**config.mk**
```make
export PLATFORM = sky130hd
export DESIGN_NAME = bank_sel_ctrl
export DESIGN_NICKNAME = d
export VERILOG_FILES = /design/src/rtl/bank_sel_pkg.sv /design/src/rtl/bank_btn_edge.sv /design/src/rtl/bank_step_counter.sv /design/src/rtl/bank_ce_router.sv /design/src/rtl/bank_seg_decoder.sv /design/src/rtl/bank_sel_ctrl.sv
export SDC_FILE = /design/constraint.sdc
export NUM_CORES = 1
export LEC_CHECK = 0
export BUFFER_PORTS_ARGS = -buffer_cell sky130_fd_sc_hd__buf_2
export CAP_MARGIN = 25
export CORE_MARGIN = 2
export CORE_UTILIZATION = 43
export DETAILED_ROUTE_END_ITERATION = 10
export PLACE_DENSITY_LB_ADDON = 0.1
export SETUP_SLACK_MARGIN = 0.05
export SYNTH_ARGS = -nofsm -noshare
export SYNTH_HDL_FRONTEND = slang
export SYNTH_SLANG_ARGS = --single-unit
```
**constraint.sdc**
```tcl
create_clock -name clk -period 1.95 [get_ports clk]
set_input_delay 0.195 -clock clk [delete_from_list [all_inputs] [get_ports clk]]
set_output_delay 0.195 -clock clk [all_outputs]
set_load 0.05 [all_outputs]
```
**src/rtl/bank_sel_pkg.sv**
```systemverilog
`timescale 1ns/1ps
package bank_sel_pkg;

    localparam int SEG_W = 7;

    // Active-high segments, bit 0 = a ... bit 6 = g
    function automatic logic [SEG_W-1:0] digit_to_seg(input int unsigned digit);
        logic [SEG_W-1:0] pattern;
        case (digit)
            0:       pattern = 7'h3F;
            1:       pattern = 7'h06;
            2:       pattern = 7'h5B;
            3:       pattern = 7'h4F;
            4:       pattern = 7'h66;
            5:       pattern = 7'h6D;
            6:       pattern = 7'h7D;
            7:       pattern = 7'h07;
            8:       pattern = 7'h7F;
            9:       pattern = 7'h6F;
            default: pattern = '0;
        endcase
        return pattern;
    endfunction

endpackage

```
**src/rtl/bank_btn_edge.sv**
```systemverilog
`timescale 1ns/1ps
module bank_btn_edge #(
    parameter int SYNC_STAGES = 2
) (
    input  logic clk,
    input  logic rst,
    input  logic btn_raw,
    output logic step
);

    typedef struct packed {
        logic [SYNC_STAGES-1:0] sync;
        logic                   prev;
    } edge_state_t;

    edge_state_t st_d, st_q;

    always_comb begin
        st_d = st_q;
        st_d.sync = {st_q.sync[SYNC_STAGES-2:0], btn_raw};
        st_d.prev = st_q.sync[SYNC_STAGES-1];
        if (rst) begin
            st_d = '0;
        end
    end

    always_ff @(posedge clk) begin
        st_q <= st_d;
    end

    // Rising edge of the synchronized button
    assign step = st_q.sync[SYNC_STAGES-1] & ~st_q.prev;

endmodule

```
**src/rtl/bank_step_counter.sv**
```systemverilog
`timescale 1ns/1ps
module bank_step_counter #(
    parameter int NUM_ADDED = 4,
    localparam int LAST  = NUM_ADDED,
    localparam int CNT_W = $clog2(NUM_ADDED + 1)
) (
    input  logic             clk,
    input  logic             rst,
    input  logic             step,
    output logic [CNT_W-1:0] pos,
    output logic             sel_orig
);

    typedef struct packed {
        logic [CNT_W-1:0] pos;
    } cnt_state_t;

    cnt_state_t st_d, st_q;

    always_comb begin
        st_d = st_q;
        if (step) begin
            if (st_q.pos == CNT_W'(LAST)) begin
                st_d.pos = '0;
            end else begin
                st_d.pos = st_q.pos + CNT_W'(1);
            end
        end
        if (rst) begin
            st_d = '0;
        end
    end

    always_ff @(posedge clk) begin
        st_q <= st_d;
    end

    assign pos = st_q.pos;

    // A power-of-two bank count lets the top count bit steer the enable.
    generate
        if ((NUM_ADDED & (NUM_ADDED - 1)) == 0) begin : g_top_bit
            assign sel_orig = st_q.pos[CNT_W-1];
        end else begin : g_compare
            assign sel_orig = (st_q.pos == CNT_W'(LAST));
        end
    endgenerate

endmodule

```
**src/rtl/bank_ce_router.sv**
```systemverilog
`timescale 1ns/1ps
module bank_ce_router (
    input  logic por_n,
    input  logic sel_orig,
    input  logic cpu_ce_n,
    output logic ext_ce_n,
    output logic orig_ce_n
);

    logic access;

    always_comb begin
        access    = por_n & ~cpu_ce_n;
        ext_ce_n  = ~(access & ~sel_orig);
        orig_ce_n = ~(access &  sel_orig);
    end

endmodule

```
**src/rtl/bank_seg_decoder.sv**
```systemverilog
`timescale 1ns/1ps
module bank_seg_decoder
    import bank_sel_pkg::*;
#(
    parameter int CNT_W = 3
) (
    input  logic [CNT_W-1:0] pos,
    output logic [SEG_W-1:0] seg
);

    always_comb begin
        seg = digit_to_seg(int'(pos));
    end

endmodule

```
**src/rtl/bank_sel_ctrl.sv**
```systemverilog
`timescale 1ns/1ps
module bank_sel_ctrl
    import bank_sel_pkg::*;
#(
    parameter int NUM_ADDED   = 4,
    parameter int SYNC_STAGES = 2,
    localparam int CNT_W  = $clog2(NUM_ADDED + 1),
    localparam int ADDR_W = $clog2(NUM_ADDED)
) (
    input  logic              clk,
    input  logic              rst,
    input  logic              por_n,
    input  logic              btn,
    input  logic              cpu_ce_n,
    output logic              ext_ce_n,
    output logic              orig_ce_n,
    output logic [ADDR_W-1:0] bank_addr,
    output logic [SEG_W-1:0]  seg
);

    logic             step;
    logic [CNT_W-1:0] bank_q;
    logic             sel_orig;

    bank_btn_edge #(.SYNC_STAGES(SYNC_STAGES)) u_btn (
        .clk     (clk),
        .rst     (rst),
        .btn_raw (btn),
        .step    (step)
    );

    bank_step_counter #(.NUM_ADDED(NUM_ADDED)) u_cnt (
        .clk      (clk),
        .rst      (rst),
        .step     (step),
        .pos      (bank_q),
        .sel_orig (sel_orig)
    );

    bank_ce_router u_route (
        .por_n     (por_n),
        .sel_orig  (sel_orig),
        .cpu_ce_n  (cpu_ce_n),
        .ext_ce_n  (ext_ce_n),
        .orig_ce_n (orig_ce_n)
    );

    bank_seg_decoder #(.CNT_W(CNT_W)) u_seg (
        .pos (bank_q),
        .seg (seg)
    );

    assign bank_addr = bank_q[ADDR_W-1:0];

endmodule

```
======== After elaboration in Yosys (flattened, before gate mapping) ========
Memories as Yosys holds them, arrays and structs flattened. A register that Yosys moved wholly into a read port is not among the register bits.
Index checks and enable logic that the tools add are counted.
word-level totals
  flip-flop bits (word level) ............. 6
  memory bits (read-only) ................. 56
  bits of input ports ..................... 5
  output and inout port bits .............. 11
  word-level logic and storage cells ...... 18
  memories ................................ 1
memories
  memory            depth  width  read ports  clocked after Yosys merged registers in  wr ports  RTL line           source
  (name not given)  8      7      1           1                                        0         bank_sel_pkg.sv:9  case (digit)
operators by class
  $add $sub $neg .......................... 1
  equality and inequality tests ........... 1
  mux-type cells .......................... 3
  bitwise logic cells ..................... 9
operators with widths
  cell                   number
  $mux W3                3
  $not A1 Y1             5
  $and A1 B1 Y1          4
  $add A3 B1 Y3 const B  1
  $eq A3 B3 Y1 const B   1

======== Longest topological paths before layout ========
Gate-level depths: netlist of the first run.
  word-level depth ........................ 4
  mapped depth ............................ 8

======== Cells and area by module ========
A second synthesis of the first run with hierarchy kept.
second synthesis, totals
  cells, all modules ...................... 47
  area, all modules ....................... 404.1 sq um
by module, submodules not included
  module             instances  cells an instance  area an instance (sq um)
  bank_step_counter  1          19                 160.2
  bank_seg_decoder   1          19                 140.1
  bank_btn_edge      1          7                  87.6
  bank_ce_router     1          2                  16.3

======== Worst setup path before layout of the first run ========
Ideal clock, no wire load.
  path kind ............................... register to register
  from .................................... reg u_cnt.st_q, in the netlist u_cnt.pos[0]
  to ...................................... reg, netlist name u_seg.seg[4]
  data arrival time ....................... 2064 ps
  setup slack ............................. -235 ps
  stages on the path, launching flop included .. 8
  buffers on the path ..................... 0
  cell sequence ........................... dfxtp_1 -> inv_1 -> ha_1 -> a211o_1 -> a21oi_1 -> inv_1 -> ha_1 -> mux2_4
on the way
  longest elaborated chain between the ends .. 4
  elaborated cells on any way between the ends .. 5
ends and longest elaborated chain
  item                                           RTL line                                          source
  start, declared                                bank_step_counter.sv:18                           cnt_state_t st_d, st_q;
  start signal, assigned                         bank_step_counter.sv:35                           st_q <= st_d;
  $add A3 B1 Y3 or $eq A3 B3 Y1 (tied branches)  bank_step_counter.sv:26, bank_step_counter.sv:23
  $mux W3                                        bank_step_counter.sv:23                           if (st_q.pos == CNT_W'(LAST)) begin
  $mux W3 (no source line) (*) (2 in a row)      --
Every way passes the cells marked *; elsewhere a longest branch is shown, timed or not.
A chain may end at the register's enable or synchronous reset.

======== Final worst setup path of the first run ========
  from .................................... reg u_cnt.st_q, in the netlist u_cnt.pos[0]
  to ...................................... reg, netlist name u_seg.seg[4]
on the way
  longest elaborated chain between the ends .. 4
  elaborated cells on any way between the ends .. 5
ends and longest elaborated chain
  item                                           RTL line
  $add A3 B1 Y3 or $eq A3 B3 Y1 (tied branches)  bank_step_counter.sv:26, bank_step_counter.sv:23
  $mux W3                                        bank_step_counter.sv:23
  $mux W3 (no source line) (*) (2 in a row)      --
Marked as above.

==> metrics.yaml, run 1 <==
via_per_inst: 4.44
cts_root_buffer: "clkbuf_4"
numCtsBuffers: 3
ys_ff_latch: 13
num_vias: 373
fmax_mhz: 575
rows: 13
critical-path-slowest-cell: "dfxtp_4"
hold_start: "btn"
path_max_fanout: 5
clkLatencyLatePin_ps: 260
layout_commonest_cell: "buf_2"
min_path_type: "in2reg"
worst_pin_slew_ps: 340
clkTransAtPathRegs_ps: 80
cts_tree: "built"
placed_area_um2: 674
swShare_pct: 25.3
seq_area_um2: 268
comb_power_share_pct: 13.1
endpoint: "u_seg.seg[4]"
rsz0062_at_grt: "false"
seq_area_frac_synth_pct: 46.0
diodes: 0
die_area_mm2: 0.00162
yosysWarnings: 0
holdPathStages: 2
seqPwrFrac_pct: 55.3
setup.worst_path.class: "reg2reg"
drv_slew: 0
timing.final.crit_share_pct: 89.1
clkPwrFrac_pct: 31.7
cts_hold_buf: 0
antenna_found_initial: 0
drt_pre_antenna_iters: 2
ir_drop_mv: 0.378
grt.overflow.total: 0
crit_chain: "inv_1 -> ha_1 -> a211o_1 -> a21oi_2 -> inv_1 -> ha_1 -> mux2_4"
final_cell_mix: "15 x buf_2, 11 x dfxtp_1, 7 x ha_1, 6 x inv_1, 5 x mux2i_1"
ctsHtreeMaxLevel: 1
grtUsageTotal_pct: 12.2
startpoint: "u_cnt.pos[0]"
start_util_pct: 44.6
grt_pass1_vias: 307
max_stage_delay_ps: 370
dr.first_iter.drc_count: 1
cts_buffer_depth: 2
rrSetupSlack_ps: 210
ios: 16
postSynthAreaPerCell_um2: 11.3
final_nets: 82
routabilityCongestion: 0.571
dp.final_hpwl_um: 666
r2r_cells: 7
drc: 0
worstPathRequired_ps: 2100
drtAntennaViolNets: 0
multi_input_area_um2: 283
cts_resized: 0
reg2reg_from: "u_cnt.pos[0]"
die_w_um: 40.3
io_buffers: 15
wirelength_um: 837
r2r-end: "u_seg.seg[4]"
p_sw_uw: 126
skew_ps: 3.85
crit_path_end_kind: "flop"
post_drt_wl_per_cell_um: 9.96
worst_setup_path_start_kind: "flop"
design_area_um2: 701
syn_inst: 50
cts.sinks: 13
grt_pass1_wl_um: 1240
arrival_ps: 1890
syn-num-nets: 62
cap_viol_max_count: 0
die_h_um: 40.3
areaGrowthSynthToFinish_pct: 23.9
grt_max_degree: 9
p_int_uw: 373
synth_cell_types: 20
fill_cells: 124
p_leak_nw: 0.321
period_needed_ps: 1740
relSlewSlack_pct: 77.1
drive_gt1_share_pct: 40.6
outcome: "finished clean"
post-cts-setup-buffers: 0
coreArea_mm2: 0.00127
fin_tns_setup_ps: 0
dp_cells: 80
setup_viol: 0
hold_violations: 0
instances_no_fill: 84
syn-cell-area_um2: 566
p_per_area_mw_per_mm2: 712
[sequential cells by signal, indices dropped and copies added (netlist names)]
register / count
u_cnt.pos: 3
u_btn.st_q: 3
u_seg.seg: 7
[cells in the mapped netlist]
cell      number  area share (%)
clkbuf_1       1            0.66
or3b_4         1             2.0
or3_1          1             1.1
nand2b_4       1             2.4
or2_2          1             1.1
mux2i_1        5             8.8
nand3b_1       1             1.3
inv_1          6             4.0
mux2_4         1             2.7
a21oi_1        2             1.8
ha_1           7              15
dfxtp_1       13              46
nand2_1        1            0.66
a211o_1        1             1.5
or3b_2         1             1.5
nand2b_1       1             1.1
o21ai_0        1            0.88
nor2b_1        3             3.3
nor2_1         1            0.66
a21oi_4        1             2.9
[worst min-delay path by stage]
stage	end	slack, ps
after global placement	u_btn.st_q[1]	400
after floorplan	u_cnt.pos[0]	250
final	u_btn.st_q[1]	140
after global routing	u_btn.st_q[1]	160
after detailed placement	u_btn.st_q[1]	410
after CTS	u_btn.st_q[1]	140
[worst max-delay path, delay by kind of cell (launching register included)]
kind | cells | cell delay, ps
muxes | 1 | 250
buffers and inverters | 2 | 150
DFF | 1 | 370
AOI/OAI and AO/OA | 2 | 460
adders and majority gates | 2 | 410
[power by group through the flow]
stage	sequential [mW]	clock, mW	combinational (mW)
final	0.276	0.158	0.0652
after detailed placement	0.282	0	0.0662
after global placement	0.282	0	0.0652
after CTS	0.276	0.160	0.0662
after floorplan	0.305	0	0.0243
after global routing	0.277	0.175	0.0709
[metal layers]
metal | part of all wire [%] | vias to the layer above | GRT usage [%]
met5 | 0 | - | 0
met4 | 0.96 | 0 | 10.0
met3 | 2.5 | 2 | 3.33
met2 | 46 | 4 | 19.0
met1 | 50 | 166 | 13.9
li1 | - | 201 | -
[kinds of logic after synthesis]
family	after synthesis	synth area share, %
DFF	13	46.0
buffers and inverters	7	4.65
muxes	6	11.5
adders and majority gates	7	15.5
and+or+nand+nor	12	15.3
AOI/OAI and AO/OA	5	7.08
[per-stage QoR]
step / worst slack (ps) / utilization (%) / power (mW) / hold WS (ps)
global placement: 225 / 53.2 / 0.347 / 404
global route: 121 / 55.2 / 0.523 / 162
finish: 212 / 55.2 / 0.499 / 136
CTS: 189 / 55.2 / 0.502 / 138
floorplan: 111 / - / 0.329 / 254
detailed placement: 205 / 53.2 / 0.348 / 413
[area by class of cell]
type / instances / share of cell area [%]
Timing Repair Buffer: 16 / 11.8
Multi-Input combinational cell: 30 / 40.4
Inverter: 6 / 3.21
Tap cell: 15 / 2.68
Clock buffer: 4 / 3.75
Sequential cell: 13 / 38.2
No activity file was read; power rests on OpenSTA's default activity.
==> inputs of run 2 (changes only) <==
ABC_AREA = 1   (was unset)
CORE_ASPECT_RATIO = 0.9   (was unset)
CORE_UTILIZATION = 44   (was 43)
==> run 2 against run 1 <==
- flip-flop and latch count stayed put
- synthesized cell count is 50% higher
- via count is 30% higher
- largest power group unchanged
==> metrics.yaml, run 2 <==
seqPwrFrac_pct: 52.2
cts_resized: 0
largest_reg_flops: 7
syn-num-nets: 87
ir_drop_mv: 0.488
fmax_mhz: 618
io_buffers: 15
critical-path-slowest-cell: "dfxtp_2"
drt_pre_antenna_iters: 4
cp.depth: 11
num_vias: 486
yosysWarnings: 0
synth_cell_types: 16
crit_buf_inv: 4
path_common_cell: "inv_1"
crit_chain: "inv_1 -> ha_1 -> inv_1 -> nand2_1 -> nand2_2 -> nor2_4 -> inv_1 -> ha_1 -> inv_1 -> nand4_1 -> nand2_1"
cts_hold_buf: 0
synth.most_common_cell: "inv_1"
hold_violations: 0
cts_root_buffer: "clkbuf_4"
fin_tns_setup_ps: 0
drv_slew: 0
synthFlopType: "dfxtp_1"
worst_setup_path_start_kind: "flop"
period_needed_ps: 1620
dp.final_hpwl_um: 753
start_util_pct: 45.8
grt_pass1_vias: 398
syn_inst: 75
layout_commonest_cell: "inv_1"
skew_ps: 1.47
die_h_um: 40.4
seq_area_frac_synth_pct: 40.2
final_core_util_pct: 54.5
coreArea_mm2: 0.00142
synth_top_area_share_pct: 40.2
post_drt_wl_per_cell_um: 8.85
design_area_um2: 771
setup.worst_path.class: "reg2reg"
drive_gt1_share_pct: 34.0
diodes: 0
ys_ff_latch: 13
worst_pin_slew_ps: 251
relSlewSlack_pct: 83.4
grtUsageTotal_pct: 13.7
p_leak_nw: 0.401
drtAntennaViolNets: 0
antenna_found_initial: 0
cts.sinks: 13
routabilityCongestion: 0.677
p_sw_uw: 156
clkPwrFrac_pct: 29.6
cts_buffer_depth: 2
numCtsBuffers: 3
timing.final.crit_share_pct: 83.0
total_power_uw: 541
die_w_um: 44.5
wirelength_um: 965
swShare_pct: 28.8
fill_cells: 151
crit_family: "adder cells"
cap_viol_max_count: 0
p_per_area_mw_per_mm2: 702
areaGrowthSynthToFinish_pct: 18.9
worstPathRequired_ps: 2170
placed_area_um2: 744
async_reset_ff_share_pct: 0
outcome: "finished clean"
r2r_cells: 11
grt.overflow.total: 0
path_max_fanout: 5
syn-cell-area_um2: 648
holdPathStages: 3
max_stage_delay_ps: 340
min_path_type: "in2reg"
final_cell_mix: "17 x inv_1, 15 x buf_2, 13 x nand2_1, 11 x dfxtp_1, 7 x ha_1"
ios: 16
dr.first_iter.drc_count: 8
die_area_mm2: 0.00180
comb_power_share_pct: 18.3
layout_setup_ws_ps: 332
rows: 13
synth_edf_count: 0
grt_pass1_wl_um: 1680
pre_cts_slack_ps: 317
arrival_ps: 1840
post-cts-setup-buffers: 0
synth_area_leaders: "dfxtp_1 40%, ha_1 14%, inv_1 9.8%"
clkTransAtPathRegs_ps: 70
final_nets: 107
cts_tree: "built"
ctsHtreeMaxLevel: 1
clkLatencyLatePin_ps: 270
synth_top_area_cell: "dfxtp_1"
via_per_inst: 4.46
p_int_uw: 385
postSynthAreaPerCell_um2: 8.64
setup_viol: 0
crit_path_end_kind: "flop"
grt_max_degree: 8
drc: 0
yosys-top-cells-count: "17 x inv_1, 13 x dfxtp_1, 13 x nand2_1, 7 x ha_1"
rsz0062_at_grt: "false"
## run 2: per-layer routing
layer | global-route usage, % | share of wire (%) | routed length [um] | vias up
li1 | - | - | - | 266
met1 | 16.2 | 49 | 473 | 205
met2 | 21.3 | 42 | 401 | 15
met3 | 8.56 | 9.3 | 90 | 0
met4 | 2.27 | 0 | 0 | 0
met5 | 0 | 0 | 0 | -
## run 2: cell families after synthesis
kind of cell	synth area share (%)
adder cells (fa/ha/maj)	13.5
AND/OR/NAND/NOR	31.9
buffers and inverters	13.7
flip-flops	40.2
AO/OA/AOI/OAI	0.771
## run 2: worst min-delay path, stage by stage
cell    delay (ps)
buf_2           70
inv_1           30
nor2_1          60
## run 2: cell type report
class                   count  area [um2]  area share [%]
multi-input cells          42         299            38.8
clock buffers               4        26.3            3.41
flip-flops and latches     13         263            34.1
well taps                  15        18.8            2.44
repair buffers             15        75.1            9.74
inverters                  20        88.8            11.5
## run 2: final timing paths
kind | from | to | slack, ps
hold / removal | btn | u_btn.st_q[1] | 120
setup / recovery | u_cnt.pos[0] | u_seg.seg[3] | 330
hold reg to reg | u_btn.st_q[1] | u_btn.st_q[2] | 400
setup reg to reg | u_cnt.pos[0] | u_seg.seg[3] | 330
## run 2: metrics by stage
step / hold WS [ps] / cells
after floorplan: 266 / 75
after detailed placement: 395 / 105
after global routing: 108 / 109
after CTS: 112 / 109
after global placement: 390 / 105
final: 120 / 109
## run 2: power by group through the flow
stage,clock (mW),sequential (mW),combinational (mW)
after floorplan,0,0.323,0.0447
after global placement,0,0.289,0.0994
after detailed placement,0,0.289,0.0997
after CTS,0.170,0.282,0.100
after global routing,0.183,0.284,0.109
final,0.160,0.282,0.0988
